`src/rtl/idata_pkg.sv`:
```
package idata_pkg;

  typedef enum logic [1:0] {
    MODE_DIRECT   = 2'b00,
    MODE_INDIRECT = 2'b01,
    MODE_BIT      = 2'b10,
    MODE_NONE     = 2'b11
  } acc_mode_e;

  typedef enum logic [1:0] {
    TGT_NONE = 2'b00,
    TGT_RAM  = 2'b01,
    TGT_SFR  = 2'b10
  } tgt_e;

  function automatic logic [127:0] mark_range(logic [127:0] m, int lo, int hi);
    logic [127:0] r;
    r = m;
    for (int a = lo; a <= hi; a++) r[7'(a - 128)] = 1'b1;
    return r;
  endfunction

  // Default map of present SFR byte addresses (bit n = address 80h+n)
  function automatic logic [127:0] sfr_std_map();
    logic [127:0] m;
    m = '0;
    m = mark_range(m, 'hF8, 'hFD);
    m = mark_range(m, 'hE8, 'hED);
    m = mark_range(m, 'hD8, 'hDE);
    m = mark_range(m, 'hC8, 'hCD);
    m = mark_range(m, 'h88, 'h8D);
    m = mark_range(m, 'h80, 'h83);
    m = mark_range(m, 'hA8, 'hA9);
    m = mark_range(m, 'hB8, 'hB9);
    m = mark_range(m, 'h98, 'h99);
    m = mark_range(m, 'hB0, 'hB0);
    m = mark_range(m, 'hB7, 'hB7);
    m = mark_range(m, 'h87, 'h87);
    m = mark_range(m, 'h90, 'h90);
    m = mark_range(m, 'hA0, 'hA0);
    m = mark_range(m, 'hD0, 'hD0);
    m = mark_range(m, 'hE0, 'hE0);
    m = mark_range(m, 'hF0, 'hF0);
    return m;
  endfunction

endpackage

```
`src/rtl/idata_addr_map.sv`:
```
module idata_addr_map
  import idata_pkg::*;
#(
  parameter int          AW       = 8,
  parameter logic [7:0]  BIT_BASE = 8'h20
) (
  input  acc_mode_e     mode_i,
  input  logic          rn_i,
  input  logic [1:0]    bank_i,
  input  logic [AW-1:0] addr_i,
  output tgt_e          tgt_o,
  output logic [AW-1:0] phys_o,
  output logic          bit_o,
  output logic [2:0]    bit_sel_o
);

  logic [AW-1:0] bank_addr;
  logic [AW-1:0] bitbyte_addr;

  assign bank_addr    = AW'({bank_i, addr_i[2:0]});
  assign bitbyte_addr = AW'(BIT_BASE) + AW'(addr_i[6:3]);
  assign bit_sel_o    = addr_i[2:0];

  always_comb begin
    tgt_o  = TGT_NONE;
    phys_o = addr_i;
    bit_o  = 1'b0;
    unique case (mode_i)
      MODE_DIRECT: begin
        if (rn_i) begin
          tgt_o  = TGT_RAM;
          phys_o = bank_addr;
        end else if (addr_i[AW-1]) begin
          tgt_o  = TGT_SFR;
        end else begin
          tgt_o  = TGT_RAM;
        end
      end
      MODE_INDIRECT: begin
        tgt_o = TGT_RAM;
        if (rn_i) phys_o = bank_addr;
      end
      MODE_BIT: begin
        bit_o = 1'b1;
        if (addr_i[AW-1]) begin
          tgt_o = TGT_SFR;
        end else begin
          tgt_o  = TGT_RAM;
          phys_o = bitbyte_addr;
        end
      end
      default: tgt_o = TGT_NONE;
    endcase
  end

endmodule

```
`src/rtl/idata_ram.sv`:
```
module idata_ram #(
  parameter int DEPTH  = 256,
  parameter int DATA_W = 8,
  localparam int AW    = $clog2(DEPTH),
  localparam int BW    = $clog2(DATA_W)
) (
  input  logic              clk_i,
  input  logic [AW-1:0]     addr_i,
  input  logic              we_i,
  input  logic              bit_i,
  input  logic [BW-1:0]     bit_sel_i,
  input  logic              bit_val_i,
  input  logic [DATA_W-1:0] wdata_i,
  output logic [DATA_W-1:0] rdata_o
);

  // No reset: contents survive reset and start undefined
  logic [DATA_W-1:0] mem [DEPTH];
  logic [DATA_W-1:0] next_word;

  assign rdata_o = mem[addr_i];

  always_comb begin
    next_word = wdata_i;
    if (bit_i) begin
      next_word            = rdata_o;
      next_word[bit_sel_i] = bit_val_i;
    end
  end

  always_ff @(posedge clk_i) begin
    if (we_i) mem[addr_i] <= next_word;
  end

endmodule

```
`src/rtl/idata_sfr_gate.sv`:
```
module idata_sfr_gate #(
  parameter int           AW       = 8,
  parameter int           DATA_W   = 8,
  parameter logic [127:0] SFR_IMPL = '1
) (
  input  logic              sel_i,
  input  logic              rd_i,
  input  logic              wr_i,
  input  logic              bit_i,
  input  logic [AW-1:0]     addr_i,
  input  logic [DATA_W-1:0] wdata_i,
  input  logic              bit_val_i,
  output logic              present_o,
  output logic              sfr_rd_o,
  output logic              sfr_wr_o,
  output logic              sfr_bit_o,
  output logic [AW-1:0]     sfr_addr_o,
  output logic [DATA_W-1:0] sfr_wdata_o,
  output logic              unimpl_o
);

  logic [AW-2:0] map_idx;

  // Bit accesses are qualified by the byte that holds the bit
  assign map_idx   = bit_i ? {addr_i[AW-2:3], 3'b000} : addr_i[AW-2:0];
  assign present_o = SFR_IMPL[map_idx];

  assign sfr_rd_o    = sel_i & present_o & rd_i;
  assign sfr_wr_o    = sel_i & present_o & wr_i;
  assign sfr_bit_o   = sel_i & bit_i;
  assign unimpl_o    = sel_i & ~present_o;
  assign sfr_addr_o  = sel_i ? addr_i : '0;
  assign sfr_wdata_o = !sel_i ? '0
                     : bit_i ? {{(DATA_W-1){1'b0}}, bit_val_i}
                     : wdata_i;

endmodule

```
`src/rtl/idata_decoder.sv`:
```
module idata_decoder
  import idata_pkg::*;
#(
  parameter int           DEPTH       = 256,
  parameter int           DATA_W      = 8,
  parameter logic [7:0]   BIT_BASE    = 8'h20,
  parameter logic [7:0]   UNIMPL_FILL = 8'hFF,
  parameter logic [127:0] SFR_IMPL    = sfr_std_map()
) (
  input  logic              clk_i,
  input  logic              rst_ni,
  input  logic              rd_i,
  input  logic              wr_i,
  input  logic [1:0]        mode_i,
  input  logic              rn_i,
  input  logic [1:0]        bank_i,
  input  logic [7:0]        addr_i,
  input  logic [DATA_W-1:0] wdata_i,
  input  logic              bit_i,
  output logic [DATA_W-1:0] rdata_o,
  output logic              sfr_rd_o,
  output logic              sfr_wr_o,
  output logic              sfr_bit_o,
  output logic [7:0]        sfr_addr_o,
  output logic [DATA_W-1:0] sfr_wdata_o,
  input  logic [DATA_W-1:0] sfr_rdata_i,
  output logic              sfr_unimpl_o
);

  localparam int AW = $clog2(DEPTH);
  localparam int BW = $clog2(DATA_W);

  tgt_e              tgt;
  logic [AW-1:0]     phys;
  logic              is_bit;
  logic [2:0]        bit_sel;
  logic              active;
  logic              ram_we;
  logic              sfr_sel;
  logic              sfr_present;
  logic [DATA_W-1:0] ram_rdata;

  assign active  = rst_ni & (rd_i | wr_i);
  assign ram_we  = rst_ni & wr_i & (tgt == TGT_RAM);
  assign sfr_sel = active & (tgt == TGT_SFR);

  idata_addr_map #(
    .AW       (AW),
    .BIT_BASE (BIT_BASE)
  ) u_map (
    .mode_i    (acc_mode_e'(mode_i)),
    .rn_i      (rn_i),
    .bank_i    (bank_i),
    .addr_i    (AW'(addr_i)),
    .tgt_o     (tgt),
    .phys_o    (phys),
    .bit_o     (is_bit),
    .bit_sel_o (bit_sel)
  );

  idata_ram #(
    .DEPTH  (DEPTH),
    .DATA_W (DATA_W)
  ) u_ram (
    .clk_i     (clk_i),
    .addr_i    (phys),
    .we_i      (ram_we),
    .bit_i     (is_bit),
    .bit_sel_i (BW'(bit_sel)),
    .bit_val_i (bit_i),
    .wdata_i   (wdata_i),
    .rdata_o   (ram_rdata)
  );

  idata_sfr_gate #(
    .AW       (8),
    .DATA_W   (DATA_W),
    .SFR_IMPL (SFR_IMPL)
  ) u_sfr (
    .sel_i       (sfr_sel),
    .rd_i        (rd_i),
    .wr_i        (wr_i),
    .bit_i       (is_bit),
    .addr_i      (addr_i),
    .wdata_i     (wdata_i),
    .bit_val_i   (bit_i),
    .present_o   (sfr_present),
    .sfr_rd_o    (sfr_rd_o),
    .sfr_wr_o    (sfr_wr_o),
    .sfr_bit_o   (sfr_bit_o),
    .sfr_addr_o  (sfr_addr_o),
    .sfr_wdata_o (sfr_wdata_o),
    .unimpl_o    (sfr_unimpl_o)
  );

  always_comb begin
    rdata_o = '0;
    if (rst_ni && rd_i) begin
      unique case (tgt)
        TGT_RAM: rdata_o = is_bit ? DATA_W'(ram_rdata[BW'(bit_sel)]) : ram_rdata;
        TGT_SFR: begin
          if (!sfr_present)  rdata_o = UNIMPL_FILL;
          else if (is_bit)   rdata_o = DATA_W'(sfr_rdata_i[0]);
          else               rdata_o = sfr_rdata_i;
        end
        default: rdata_o = '0;
      endcase
    end
  end

endmodule

```
`config.mk`:
```
export PLATFORM = sky130hd
export DESIGN_NAME = idata_decoder
export DESIGN_NICKNAME = d
export VERILOG_FILES = /design/src/rtl/idata_pkg.sv /design/src/rtl/idata_addr_map.sv /design/src/rtl/idata_ram.sv /design/src/rtl/idata_sfr_gate.sv /design/src/rtl/idata_decoder.sv
export SDC_FILE = /design/constraint.sdc
export NUM_CORES = 2
export LEC_CHECK = 0
export BUFFER_PORTS_ARGS = -buffer_cell sky130_fd_sc_hd__buf_2
export CAP_MARGIN = 20
export CORE_ASPECT_RATIO = 1.25
export CORE_MARGIN = 10
export CORE_UTILIZATION = 50
export DETAILED_ROUTE_END_ITERATION = 7
export PLACE_DENSITY = 0.67
export REMOVE_ABC_BUFFERS = 1
export SLEW_MARGIN = 20
export SYNTH_ARGS = -nofsm -noshare
export SYNTH_HDL_FRONTEND = slang
export SYNTH_HIERARCHICAL = 1
export SYNTH_SLANG_ARGS = --single-unit
```
`constraint.sdc`:
```
create_clock -name clk_i -period 7.5 [get_ports clk_i]
set_input_delay 0.375 -clock clk_i [delete_from_list [all_inputs] [get_ports clk_i]]
set_output_delay 0.375 -clock clk_i [all_outputs]
set_load 0.01 [all_outputs]
```
==> results.yml <==
outcome:
  outcome: "finished, final reports clean"
die:
  core_sq_mm: 0.158
  die_w_um: 376
  dieArea_sq_mm: 0.175
  die_h_um: 465
  start_util_pct: 50.3
  rows: 163
  ios: 62
sta:
  rsz0062_at_grt: "no"
  hold_ws_ns: 0.503
  setup_tns_ns: 0
  clock-skew-final_ns: 0.0415
  finalSetupViolCount: 0
  slew_headroom_pct: 24.5
  fmax_mhz: 155
  fin_crit_sh_pct: 86.3
  layout_min_cycle_time_ns: 6.47
  final-max-slew-violation-count: 0
  final-hold-violation-count: 0
  worst_pin_slew_ns: 1.13
worst_setup_path:
  critPathKind: "input port to output pin"
  critPathLaunchType: "input port"
  r2r_setup_slack_ns: 3.22
  cp-endpoint: "rdata_o[0]"
  crit_fanout: 73
  cp-startpoint: "mode_i[0]"
  r2r_start: "u_ram/mem[163][2]"
  reg2reg_depth: 7
  rr_endpoint: "u_ram/mem[91][2]"
  arrival_ns: 6.09
  cp-end-kind: "output pin"
  critPathRequiredTime_ns: 7.12
final_layout:
  top_register: "u_ram/mem"
  largest_reg_flops: 2048
  regArea_sq_mm: 0.0615
  reg_top3: "u_ram/mem (2048)"
  final_core_util_pct: 56.2
  layout.nets: 3870
  nFillCells: 11400
  multiInputGateArea_sq_mm: 0.0168
  drive_above_1_share_pct: 25.4
  final_cell_area_sq_mm: 0.0885
  area_growth_pct: 11.7
yosys:
  syn_area_sq_mm: 0.0793
  synth.distinct_cells: 48
  netlist_top_cells_count: "edfxtp_1 (2048), mux4_2 (513), a22oi_1 (263)"
  yosysTopAreaCell: "edfxtp_1"
  synth_ff_type: "edfxtp_1"
  synth_edf_count: 2048
  synth_seq_cells: 2048
  synth_most_common_cell: "edfxtp_1"
  async_flop_share_pct: 0
  syn_avg_cell_area_sq_um: 21.5
  synthCells: 3682
  synth_top_area_share_pct: 77.6
  ys_top_cells_by_area: "edfxtp_1 (78%), mux4_2 (15%), a22oi_1 (2.5%)"
  yosysSeqAreaShare_pct: 77.6
  synth-warning-count: 6
placed_design:
  placed_cell_area_sq_mm: 0.0826
  dp_hpwl_um: 111000
  io_buffers: 61
  gp_congestion: 0.828
grt:
  grt_max_degree: 257
  grt_first_pass_wirelength_um: 277000
  antenna_found_initial: 5
  grt_use_total_pct: 21.5
  grt_overflow: 0
  grt_pass1_vias: 39300
pwr:
  p_leak_nw: 27.0
  fin_total_pwr_mw: 23.7
  ir_drop_mv: 0.265
  power_density_mw_per_mm2: 268
hold_path:
  hp-class: "input port to register"
cts:
  postCtsSetupBuffers: 0
  insertion_delay_ns: 0.83
  cts_resized: 0
  cts_tree: "built"
  htree_levels: 4
  clkTransAtPathRegs_ns: 0.06
  cts-hold-fix-buffers: 0
  numCtsBuffers: 183
  root_buffer: "clkbuf_16"
  clk_path_buf_depth: 3
  cts.sinks: 2048
drt:
  ant_nets: 0
  drt_iter0_drc: 4945
  drt-vias-per-instance: 6.42
  route.detailed.drc: 0
  firstDrtPassIters: 6
  wl_per_cell_um: 31.2
  drt-total-wl_um: 189000
  vias: 38800
flow_run:
  drv_cap: 0
cell usage in the layout, fill, tap and decap left out, types with 24 or more instances in the layout:
cell,n
a21oi_1,133
a22oi_1,263
buf_12,24
buf_2,61
buf_4,120
clkbuf_1,37
clkbuf_16,186
clkinv_1,42
clkinv_2,32
edfxtp_1,2048
mux4_2,513
nand2_1,33
nor2_1,241
nor3_1,29
o41ai_1,30
how the worst min path moves through the flow:
stage,from,end,slack [ns],cells after the start
final,wdata_i[5],u_ram/mem[162][5],0.50,5
after global routing,wdata_i[5],u_ram/mem[173][5],0.50,5
after CTS,wdata_i[0],u_ram/mem[163][0],0.48,4
after detailed placement,wdata_i[3],sfr_wdata_o[3],1.06,3
after global placement,wdata_i[3],sfr_wdata_o[3],1.06,3
after floorplan,addr_i[6],sfr_rd_o,0.80,1
cells by family after synthesis:
logic type	share of synthesized area, %
adders and majority gates	0.0316
DFF	77.6
AOI/OAI and AO/OA	4.05
buffers and inverters	1.44
and+or+nand+nor	2.19
muxes	14.7
final cells by class:
| class | instances | share of cell area (%) |
|---|---|---|
| clock inverter | 107 | 1.20 |
| inverter | 13 | 0.0551 |
| timing repair buffer | 209 | 2.01 |
| multi-input combinational | 1379 | 18.9 |
| tap | 2062 | 2.91 |
| sequential | 2048 | 69.5 |
| antenna | 3 | 0.00848 |
| clock buffer | 223 | 5.41 |
metrics by stage:
step / worst slack [ns] / cells
floorplan: -5.11 / 3440
CTS: 1.01 / 6038
global placement: 0.963 / 5708
finish: 1.03 / 6044
global route: 0.783 / 6042
detailed placement: 1.01 / 5708
routing by layer:
metal  wire length (um)  vias to the layer above  part of all wire, %  GRT usage [%]
met3              17400                      346                  9.2           4.89
met4               6540                        4                  3.5           7.45
met1              72500                    20700                   38           29.4
met2              92400                     1936                   49           34.4
li1                   -                    15800                    -              -
met5                 27                        -                0.014              0
power by group:
group / switching (mW) / internal, mW
combinational: 1.12 / 0.553
sequential: 0.00113 / 12.8
clock: 4.03 / 5.23
worst max-delay path, cell delays in order:
cell and delay, ns:
buf_2 0.14, or3b_1 0.53, mux2_8 0.85, buf_12 0.35
buf_4 0.34, buf_4 0.29, mux4_2 0.52, a22oi_1 0.15
a21oi_1 0.14, o41ai_1 0.77, buf_4 0.28, nand4_1 0.26
mux4_2 0.57, o211ai_2 0.16, a21oi_1 0.11, buf_2 0.17
Power figures use the tool's default switching activity.
